## config.mk

```make
export PLATFORM = sky130hd
export DESIGN_NAME = cap_cmp_timer
export DESIGN_NICKNAME = d
export VERILOG_FILES = /design/src/rtl/ccmp_pkg.sv /design/src/rtl/ccmp_prescale.sv /design/src/rtl/ccmp_counter.sv /design/src/rtl/ccmp_capture.sv /design/src/rtl/ccmp_compare.sv /design/src/rtl/cap_cmp_timer.sv
export SDC_FILE = /design/constraint.sdc
export NUM_CORES = 1
export LEC_CHECK = 0
export BUFFER_PORTS_ARGS = -buffer_cell sky130_fd_sc_hd__buf_2
export CAP_MARGIN = 20
export CORE_MARGIN = 3
export CORE_UTILIZATION = 37
export DETAILED_ROUTE_END_ITERATION = 10
export PLACE_DENSITY = 0.6
export SETUP_SLACK_MARGIN = 0.02
export SLEW_MARGIN = 20
export SYNTH_ARGS = -nofsm -noshare
export SYNTH_HDL_FRONTEND = slang
export SYNTH_SLANG_ARGS = --single-unit
```

## constraint.sdc

```tcl
create_clock -name clk -period 4.1 [get_ports clk]
set_input_delay 0.82 -clock clk [delete_from_list [all_inputs] [get_ports clk]]
set_output_delay 0.82 -clock clk [all_outputs]
set_load 0.01 [all_outputs]
```

## src/rtl/ccmp_pkg.sv

```systemverilog
// Shared widths, register addresses and bit positions for the capture
// compare timer. Assumes an 8-bit bus and a count of two bytes.
package ccmp_pkg;
    localparam int BYTE_W = 8;
    localparam int CNT_W  = 2 * BYTE_W;
    localparam int ADDR_W = 4;

    typedef enum logic [ADDR_W-1:0] {
        A_CTRL   = 4'd0,
        A_STAT   = 4'd1,
        A_CNT_HI = 4'd2,
        A_CNT_LO = 4'd3,
        A_ALT_HI = 4'd4,
        A_ALT_LO = 4'd5,
        A_CAP_HI = 4'd6,
        A_CAP_LO = 4'd7,
        A_CMP_HI = 4'd8,
        A_CMP_LO = 4'd9
    } reg_addr_e;

    localparam int CTL_EDGE   = 0;
    localparam int CTL_LVL    = 1;
    localparam int CTL_OVF_IE = 2;
    localparam int CTL_CAP_IE = 3;
    localparam int CTL_CMP_IE = 4;

    localparam int ST_OVF = 0;
    localparam int ST_CAP = 1;
    localparam int ST_CMP = 2;
endpackage

```

## src/rtl/ccmp_prescale.sv

```systemverilog
// Clock divider: gives a one-clock tick every DIV clocks.
// Assumes DIV >= 2. The phase restarts at reset, so the first tick
// falls on the DIV-th edge after release.
module ccmp_prescale #(
    parameter int DIV = 4
) (
    input  logic clk,
    input  logic rst_n,
    output logic tick
);
    localparam int PW = (DIV > 2) ? $clog2(DIV) : 1;
    localparam logic [PW-1:0] LAST = PW'(DIV - 1);

    logic [PW-1:0] ph_q;

    // phase counter, wraps at DIV-1
    always_ff @(posedge clk) begin
        if (!rst_n)            ph_q <= '0;
        else if (ph_q == LAST) ph_q <= '0;
        else                   ph_q <= ph_q + 1'b1;
    end

    assign tick = (ph_q == LAST);
endmodule

```

## src/rtl/ccmp_counter.sv

```systemverilog
// Free-running W-bit counter that moves one step on each tick.
// step marks the clock after a move, i.e. while the new value is visible.
// wrap marks the tick that carries the all-ones value over to zero.
module ccmp_counter #(
    parameter int W = 16,
    parameter logic [W-1:0] RST_VAL = {W{1'b1}}
) (
    input  logic         clk,
    input  logic         rst_n,
    input  logic         tick,
    output logic [W-1:0] cnt,
    output logic         step,
    output logic         wrap
);
    logic [W-1:0] cnt_q;
    logic         step_q;

    // count register and the step marker that follows a move
    always_ff @(posedge clk) begin
        if (!rst_n) begin
            cnt_q  <= RST_VAL;
            step_q <= 1'b0;
        end else begin
            step_q <= tick;
            if (tick) cnt_q <= cnt_q + 1'b1;
        end
    end

    assign cnt  = cnt_q;
    assign step = step_q;
    assign wrap = tick && (cnt_q == {W{1'b1}});
endmodule

```

## src/rtl/ccmp_capture.sv

```systemverilog
// Capture channel: synchronizes the pin, detects the selected edge and
// copies the count at that moment. Assumes STAGES >= 2.
// Reset clears the stored value.
module ccmp_capture #(
    parameter int W      = 16,
    parameter int STAGES = 2
) (
    input  logic         clk,
    input  logic         rst_n,
    input  logic         pin,
    input  logic         rise_sel,
    input  logic [W-1:0] cnt,
    output logic         evt,
    output logic [W-1:0] val
);
    logic [STAGES-1:0] sync_q;
    logic              prev_q;
    logic [W-1:0]      val_q;
    logic              now_lvl;

    assign now_lvl = sync_q[STAGES-1];

    // synchronizer chain and the previous level used for edge detection
    always_ff @(posedge clk) begin
        if (!rst_n) begin
            sync_q <= '0;
            prev_q <= 1'b0;
        end else begin
            sync_q <= {sync_q[STAGES-2:0], pin};
            prev_q <= now_lvl;
        end
    end

    assign evt = rise_sel ? (now_lvl && !prev_q) : (!now_lvl && prev_q);

    // capture register, loaded on the selected edge
    always_ff @(posedge clk) begin
        if (!rst_n)   val_q <= '0;
        else if (evt) val_q <= cnt;
    end

    assign val = val_q;
endmodule

```

## src/rtl/ccmp_compare.sv

```systemverilog
// Compare channel: on the clock after the count moves onto the target,
// and only if enabled, raises hit and drives the pin to the given level.
// The pin is low after reset.
module ccmp_compare #(
    parameter int W = 16
) (
    input  logic         clk,
    input  logic         rst_n,
    input  logic         step,
    input  logic         enable,
    input  logic [W-1:0] cnt,
    input  logic [W-1:0] target,
    input  logic         level,
    output logic         hit,
    output logic         pin
);
    logic pin_q;

    assign hit = step && enable && (cnt == target);

    // output pin register
    always_ff @(posedge clk) begin
        if (!rst_n)   pin_q <= 1'b0;
        else if (hit) pin_q <= level;
    end

    assign pin = pin_q;
endmodule

```

## src/rtl/cap_cmp_timer.sv

```systemverilog
// Capture compare timer top: register bus, two count views that freeze
// their low byte, flags with two-step clearing, and the interrupt.
// Assumes one-clock bus_rd/bus_wr strobes. Reads are combinational and
// their side effects take hold at the clock edge.
module cap_cmp_timer
    import ccmp_pkg::*;
#(
    parameter int           PRESCALE    = 4,
    parameter int           SYNC_STAGES = 2,
    parameter logic [15:0]  RST_COUNT   = 16'hFFFC
) (
    input  logic              clk,
    input  logic              rst_n,
    input  logic              cap_in,
    output logic              cmp_out,
    input  logic [ADDR_W-1:0] bus_addr,
    input  logic              bus_wr,
    input  logic              bus_rd,
    input  logic [BYTE_W-1:0] bus_wdata,
    output logic [BYTE_W-1:0] bus_rdata,
    output logic              irq
);
    localparam int NVIEW = 2;

    logic              tick, step, wrap;
    logic [CNT_W-1:0]  cnt_q;
    logic              cap_evt, cmp_hit;
    logic [CNT_W-1:0]  cap_val;
    logic [BYTE_W-1:0] ctrl_q;
    logic [CNT_W-1:0]  cmp_q;
    logic              blocked_q;
    logic              ovf_q, cap_q, cmp_f_q;
    logic              arm_ovf_q, arm_cap_q, arm_cmp_q;
    logic              rd_stat, clr_ovf, clr_cap, clr_cmp;
    logic              wr_ctrl, wr_cmp_hi, wr_cmp_lo;
    logic [BYTE_W-1:0] view_lo [NVIEW];

    ccmp_prescale #(.DIV(PRESCALE)) i_pre (
        .clk(clk), .rst_n(rst_n), .tick(tick)
    );

    ccmp_counter #(.W(CNT_W), .RST_VAL(RST_COUNT)) i_cnt (
        .clk(clk), .rst_n(rst_n), .tick(tick),
        .cnt(cnt_q), .step(step), .wrap(wrap)
    );

    ccmp_capture #(.W(CNT_W), .STAGES(SYNC_STAGES)) i_cap (
        .clk(clk), .rst_n(rst_n), .pin(cap_in),
        .rise_sel(ctrl_q[CTL_EDGE]), .cnt(cnt_q),
        .evt(cap_evt), .val(cap_val)
    );

    ccmp_compare #(.W(CNT_W)) i_cmp (
        .clk(clk), .rst_n(rst_n), .step(step), .enable(!blocked_q),
        .cnt(cnt_q), .target(cmp_q), .level(ctrl_q[CTL_LVL]),
        .hit(cmp_hit), .pin(cmp_out)
    );

    assign rd_stat   = bus_rd && (bus_addr == A_STAT);
    assign clr_ovf   = bus_rd && (bus_addr == A_CNT_LO) && arm_ovf_q;
    assign clr_cap   = bus_rd && (bus_addr == A_CAP_LO) && arm_cap_q;
    assign clr_cmp   = bus_wr && (bus_addr == A_CMP_LO) && arm_cmp_q;
    assign wr_ctrl   = bus_wr && (bus_addr == A_CTRL);
    assign wr_cmp_hi = bus_wr && (bus_addr == A_CMP_HI);
    assign wr_cmp_lo = bus_wr && (bus_addr == A_CMP_LO);

    // per-view low-byte freeze for coherent two-byte reads
    for (genvar v = 0; v < NVIEW; v++) begin : g_view
        localparam logic [ADDR_W-1:0] HI_A = ADDR_W'(A_CNT_HI + 2 * v);
        localparam logic [ADDR_W-1:0] LO_A = ADDR_W'(A_CNT_HI + 2 * v + 1);
        logic              hold_q;
        logic [BYTE_W-1:0] buf_q;

        // freeze on high-byte read, release on low-byte read
        always_ff @(posedge clk) begin
            if (!rst_n) begin
                hold_q <= 1'b0;
                buf_q  <= '0;
            end else if (bus_rd && bus_addr == HI_A) begin
                hold_q <= 1'b1;
                buf_q  <= cnt_q[BYTE_W-1:0];
            end else if (bus_rd && bus_addr == LO_A) begin
                hold_q <= 1'b0;
            end
        end

        assign view_lo[v] = hold_q ? buf_q : cnt_q[BYTE_W-1:0];
    end

    // control and compare registers, compare block flag
    always_ff @(posedge clk) begin
        if (!rst_n) begin
            ctrl_q    <= '0;
            cmp_q     <= '0;
            blocked_q <= 1'b1;
        end else begin
            if (wr_ctrl) ctrl_q <= bus_wdata;
            if (wr_cmp_hi) begin
                cmp_q[CNT_W-1:BYTE_W] <= bus_wdata;
                blocked_q             <= 1'b1;
            end
            if (wr_cmp_lo) begin
                cmp_q[BYTE_W-1:0] <= bus_wdata;
                blocked_q         <= 1'b0;
            end
        end
    end

    // wrap flag: deliberately outside reset, set wins over clear
    always_ff @(posedge clk) begin
        if (wrap)         ovf_q <= 1'b1;
        else if (clr_ovf) ovf_q <= 1'b0;
    end

    // capture and compare flags, set wins over clear
    always_ff @(posedge clk) begin
        if (!rst_n) begin
            cap_q   <= 1'b0;
            cmp_f_q <= 1'b0;
        end else begin
            if (cap_evt)      cap_q <= 1'b1;
            else if (clr_cap) cap_q <= 1'b0;
            if (cmp_hit)      cmp_f_q <= 1'b1;
            else if (clr_cmp) cmp_f_q <= 1'b0;
        end
    end

    // arming bits: a status read records which flags it saw set
    always_ff @(posedge clk) begin
        if (!rst_n) begin
            arm_ovf_q <= 1'b0;
            arm_cap_q <= 1'b0;
            arm_cmp_q <= 1'b0;
        end else if (rd_stat) begin
            arm_ovf_q <= ovf_q;
            arm_cap_q <= cap_q;
            arm_cmp_q <= cmp_f_q;
        end else begin
            if (clr_ovf) arm_ovf_q <= 1'b0;
            if (clr_cap) arm_cap_q <= 1'b0;
            if (clr_cmp) arm_cmp_q <= 1'b0;
        end
    end

    // read data selection
    always_comb begin
        bus_rdata = '0;
        case (bus_addr)
            A_CTRL:   bus_rdata = ctrl_q;
            A_STAT:   bus_rdata = {5'b0, cmp_f_q, cap_q, ovf_q};
            A_CNT_HI: bus_rdata = cnt_q[CNT_W-1:BYTE_W];
            A_CNT_LO: bus_rdata = view_lo[0];
            A_ALT_HI: bus_rdata = cnt_q[CNT_W-1:BYTE_W];
            A_ALT_LO: bus_rdata = view_lo[1];
            A_CAP_HI: bus_rdata = cap_val[CNT_W-1:BYTE_W];
            A_CAP_LO: bus_rdata = cap_val[BYTE_W-1:0];
            A_CMP_HI: bus_rdata = cmp_q[CNT_W-1:BYTE_W];
            A_CMP_LO: bus_rdata = cmp_q[BYTE_W-1:0];
            default:  bus_rdata = '0;
        endcase
    end

    assign irq = (ovf_q   && ctrl_q[CTL_OVF_IE])
              || (cap_q   && ctrl_q[CTL_CAP_IE])
              || (cmp_f_q && ctrl_q[CTL_CMP_IE]);
endmodule

```

==> summary.md <==
| Metric | Value |
|---|---|
| Status | `finished clean` |
| Largest net degree at the start of global routing | `69` |
| Fin. Hold Viols | `0` |
| Post-synth ARST share | `0` |
| CTS sink cnt | `between 80 and 90` |
| Htree depth | `3` |
| Worst VDD drop | `approximately 0.28 mV` |
| Port buffer count | `26` |
| Vias in the first global route | `~3,200` |
| WHS Endpoint | `i_pre.ph_q[0]` |
| Reg2reg start | `i_cnt.cnt[1]` |
| Core ar. | `about 11,000 um2` |
| Fin crit share | `0.7829` |
| Top-level I/O count | `27` |
| Synth Area in Adders | `0.006020` |
| FF-to-FF setup slack | `2.05 ns` |
| Largest family of logic cells by synthesized area | `simple AND/OR/NAND/NOR gates` |
| GRT Overall Usage | `0.1752` |
| Post-cts resize count | `0` |
| Maximum fanout along the worst path | `17` |
| Max cap viols | `0` |
| TritonCTS Buffers | `9` |
| Number of flops mapped to enable cells by yosys | `0` |
| Hold Path Depth | `1` |
| Slew @ Worst Pin | `0.9048 ns` |
| Synth Area in XOR/XNOR | `0.06111` |
| LEAKAGE | `slightly below 2 nW` |
| Period minus WS final | `3.210 ns` |
| Post-CTS setup buffer count | `0` |
| Worst Skew | `approximately 0.0059 ns` |
| Antenna violations before repair | `0` |
| Synthesized instance count | `466` |
| Clock Latency Late Sink | `0.36 ns` |
| Worst path required time | `between 3 and 4 ns` |
| Startpoint type of the worst setup path | `input port` |
| Max frequency | `around 310 MHz` |
| Core Rows | `38` |
| Final net count | `about 490` |
| Number of hold buffers added after cts | `0` |
| N_diodes | `0` |
| RSZ-0062 raised after global routing | `no` |
| Final setup fails | `0` |
| Slew headroom | `0.3968` |
| Mapped cell area | `between 4000 and 5000 um2` |
| Die ar. | `about 13,000 um2` |
| Antenna-violating nets left | `0` |
| Tot Pwr | `between 0.0015 and 0.002 W` |
| Pwr Density | `roughly 370 nW/um2` |
| Synthesized Nets | `about 490` |
| Worst min path class | `register to register` |
| R2R cell count | `5` |
| Drt wl/cell | `approximately 18 um` |
| DRC violations left | `0` |
| Root buf cell | `clkbuf_8` |
| Ys Warns | `0` |
| WL final | `between 10 and 15 mm` |
| First-pass GRT wire length | `17.42 mm` |
| Die X | `between 100 and 150 um` |
| Mux cell area share after synthesis | `0.1674` |
| Crit path kind | `input port to output port` |
| GPL Wtd Cong | `around 0.91` |
| CTS tree | `done` |
| Syn Area/Cell | `between 8 and 9 um2` |
| Crit end category | `output port` |
| Via-to-Cell Ratio | `5.589` |
| Iteration-0 DRC Markers | `249` |
| Setup_tns | `0 ns` |
| Hold path startpoint | `i_pre.ph_q[0]` |
| Die height | `between 100 and 150 um` |
| Hpwl dp | `roughly 8 mm` |
| RR Endpoint | `i_cmp.pin` |
| Share of cells above drive strength 1 | `0.1121` |
| Critical path arrival | `about 2.4 ns` |
| Area Growth Syn to Fin | `9.332%` |
| Initial Util | `0.3818` |
| Max Slew Vio Count | `0` |
| Via count | `around 3,400` |
| Total gr overflow | `0` |
| Synth Register Bits | `88` |
| WHS | `0.4377 ns` |
| Synth Area in Compound Gates | `0.1108` |
| Count of cell types in the netlist | `45` |
| Drt pass-1 iters | `6` |
| Ys flop type | `dfxtp_1` |
| Worst-case clock buffer depth | `2` |
| Sequential share of the synthesized area | `0.4238` |
| Clock slew at reported path FFs | `approximately 0.080 ns` |
| Post-Synth Simple-Gate Area | `0.1866` |
-- layout make-up --
type,instances,area (um2)
fill,1067,6344
timing repair buffer,29,152.6
inverter,4,16.27
clock buffer,11,151.4
tap,140,175.2
multi-input combinational,337,2211
sequential,88,1762
clock inverter,4,76.32
-- power breakdown --
group	switching, W	internal [W]	leakage (nW)
clock	0.000304	0.000375	0.112
combinational	0.0000788	0.0000497	1.12
sequential	0.0000147	0.000871	0.713
total	0.000398	0.00130	1.95
-- per-layer routing --
metal / global-route usage / wire, um / vias to the layer above
li1: - / - / 1639
met4: 0.07452 / 342 / 0
met5: 0 / 0 / -
met2: 0.2554 / 4768 / 130
met1: 0.2503 / 5121 / 1629
met3: 0.03804 / 761 / 28
-- registers in the layout, summed over array words and instances, names as in the netlist, 2 cells and up --
name           count
i_cap.sync_q       2
ctrl_q             8
i_cap.val         16
cmp_q             16
g_view.buf_q      16
i_pre.ph_q         2
i_cnt.cnt         16
g_view.hold_q      2
-- placed cells by master, fill, tap and decap left out, types with 10 or more instances in the layout --
cell type,netlist,routed
dfxtp_1,88,88
mux2i_1,65,65
nor2_1,62,62
nand2_1,47,47
buf_2,12,26
xor2_1,21,21
a21oi_1,19,19
nand3_1,17,17
clkbuf_8,0,11
a22oi_1,10,10
o21ai_0,10,10
-- critical path, stage by stage --
cell,delay (ns)
buf_2,0.21
nor2_1,0.27
nand3_1,0.38
o221ai_1,0.31
a21oi_1,0.06
o31ai_1,0.11
buf_2,0.21
-- synth_stat cells, types with 2 or more instances --
cell | n | share of area
dfxtp_1 | 88 | 0.42
mux2i_1 | 65 | 0.16
nor2_1 | 62 | 0.056
nand2_1 | 47 | 0.042
clkbuf_1 | 21 | 0.019
xor2_1 | 21 | 0.044
a21oi_1 | 19 | 0.023
nand3_1 | 17 | 0.020
buf_2 | 12 | 0.014
a22oi_1 | 10 | 0.018
o21ai_0 | 10 | 0.012
xnor2_1 | 8 | 0.017
and2_1 | 6 | 0.0090
a221oi_1 | 5 | 0.011
nor3_1 | 5 | 0.0060
nor4_1 | 5 | 0.0075
o22ai_1 | 5 | 0.0075
a211oi_1 | 4 | 0.0072
mux2_2 | 4 | 0.011
nand4_1 | 4 | 0.0060
nor3b_1 | 4 | 0.0072
o221ai_1 | 4 | 0.0084
o31ai_1 | 4 | 0.0072
a222oi_1 | 3 | 0.0072
and3_1 | 3 | 0.0045
inv_1 | 3 | 0.0027
nor2b_1 | 3 | 0.0045
buf_1 | 2 | 0.0018
buf_6 | 2 | 0.0054
ha_1 | 2 | 0.0060
nand4b_1 | 2 | 0.0042
o211ai_1 | 2 | 0.0036
or3_1 | 2 | 0.0030
-- cell families (layout without fill, tap and decap cells) --
kind of cell,Yosys count,in the layout
simple gates,168,168
flops,88,88
compound gates,69,69
mux,69,69
buf+inv,41,48
xor+xnor,29,29
fa+ha+maj,2,2
-- worst max-delay path by stage --
stage | slack, ns | startpoint | to
CTS | 0.96 | bus_addr[3] | bus_rdata[3]
global placement | 0.98 | bus_addr[3] | bus_rdata[3]
finish | 0.89 | bus_addr[3] | bus_rdata[6]
floorplan | 1.33 | bus_addr[0] | bus_rdata[2]
detailed placement | 0.96 | bus_addr[3] | bus_rdata[3]
global route | 0.76 | bus_addr[3] | bus_rdata[6]
-- metrics by stage --
stage / std cells / area, um2 / utilization / setup WS (ns)
after floorplan: 466 / 4156 / - / 1.328
after global placement: 598 / 4315 / 0.3963 / 0.9850
after detailed placement: 598 / 4315 / 0.3963 / 0.9572
after CTS: 613 / 4543 / 0.4173 / 0.9560
after global routing: 613 / 4544 / 0.4174 / 0.7593
final: 613 / 4544 / 0.4174 / 0.8900
Power figures use the tool's default switching activity.
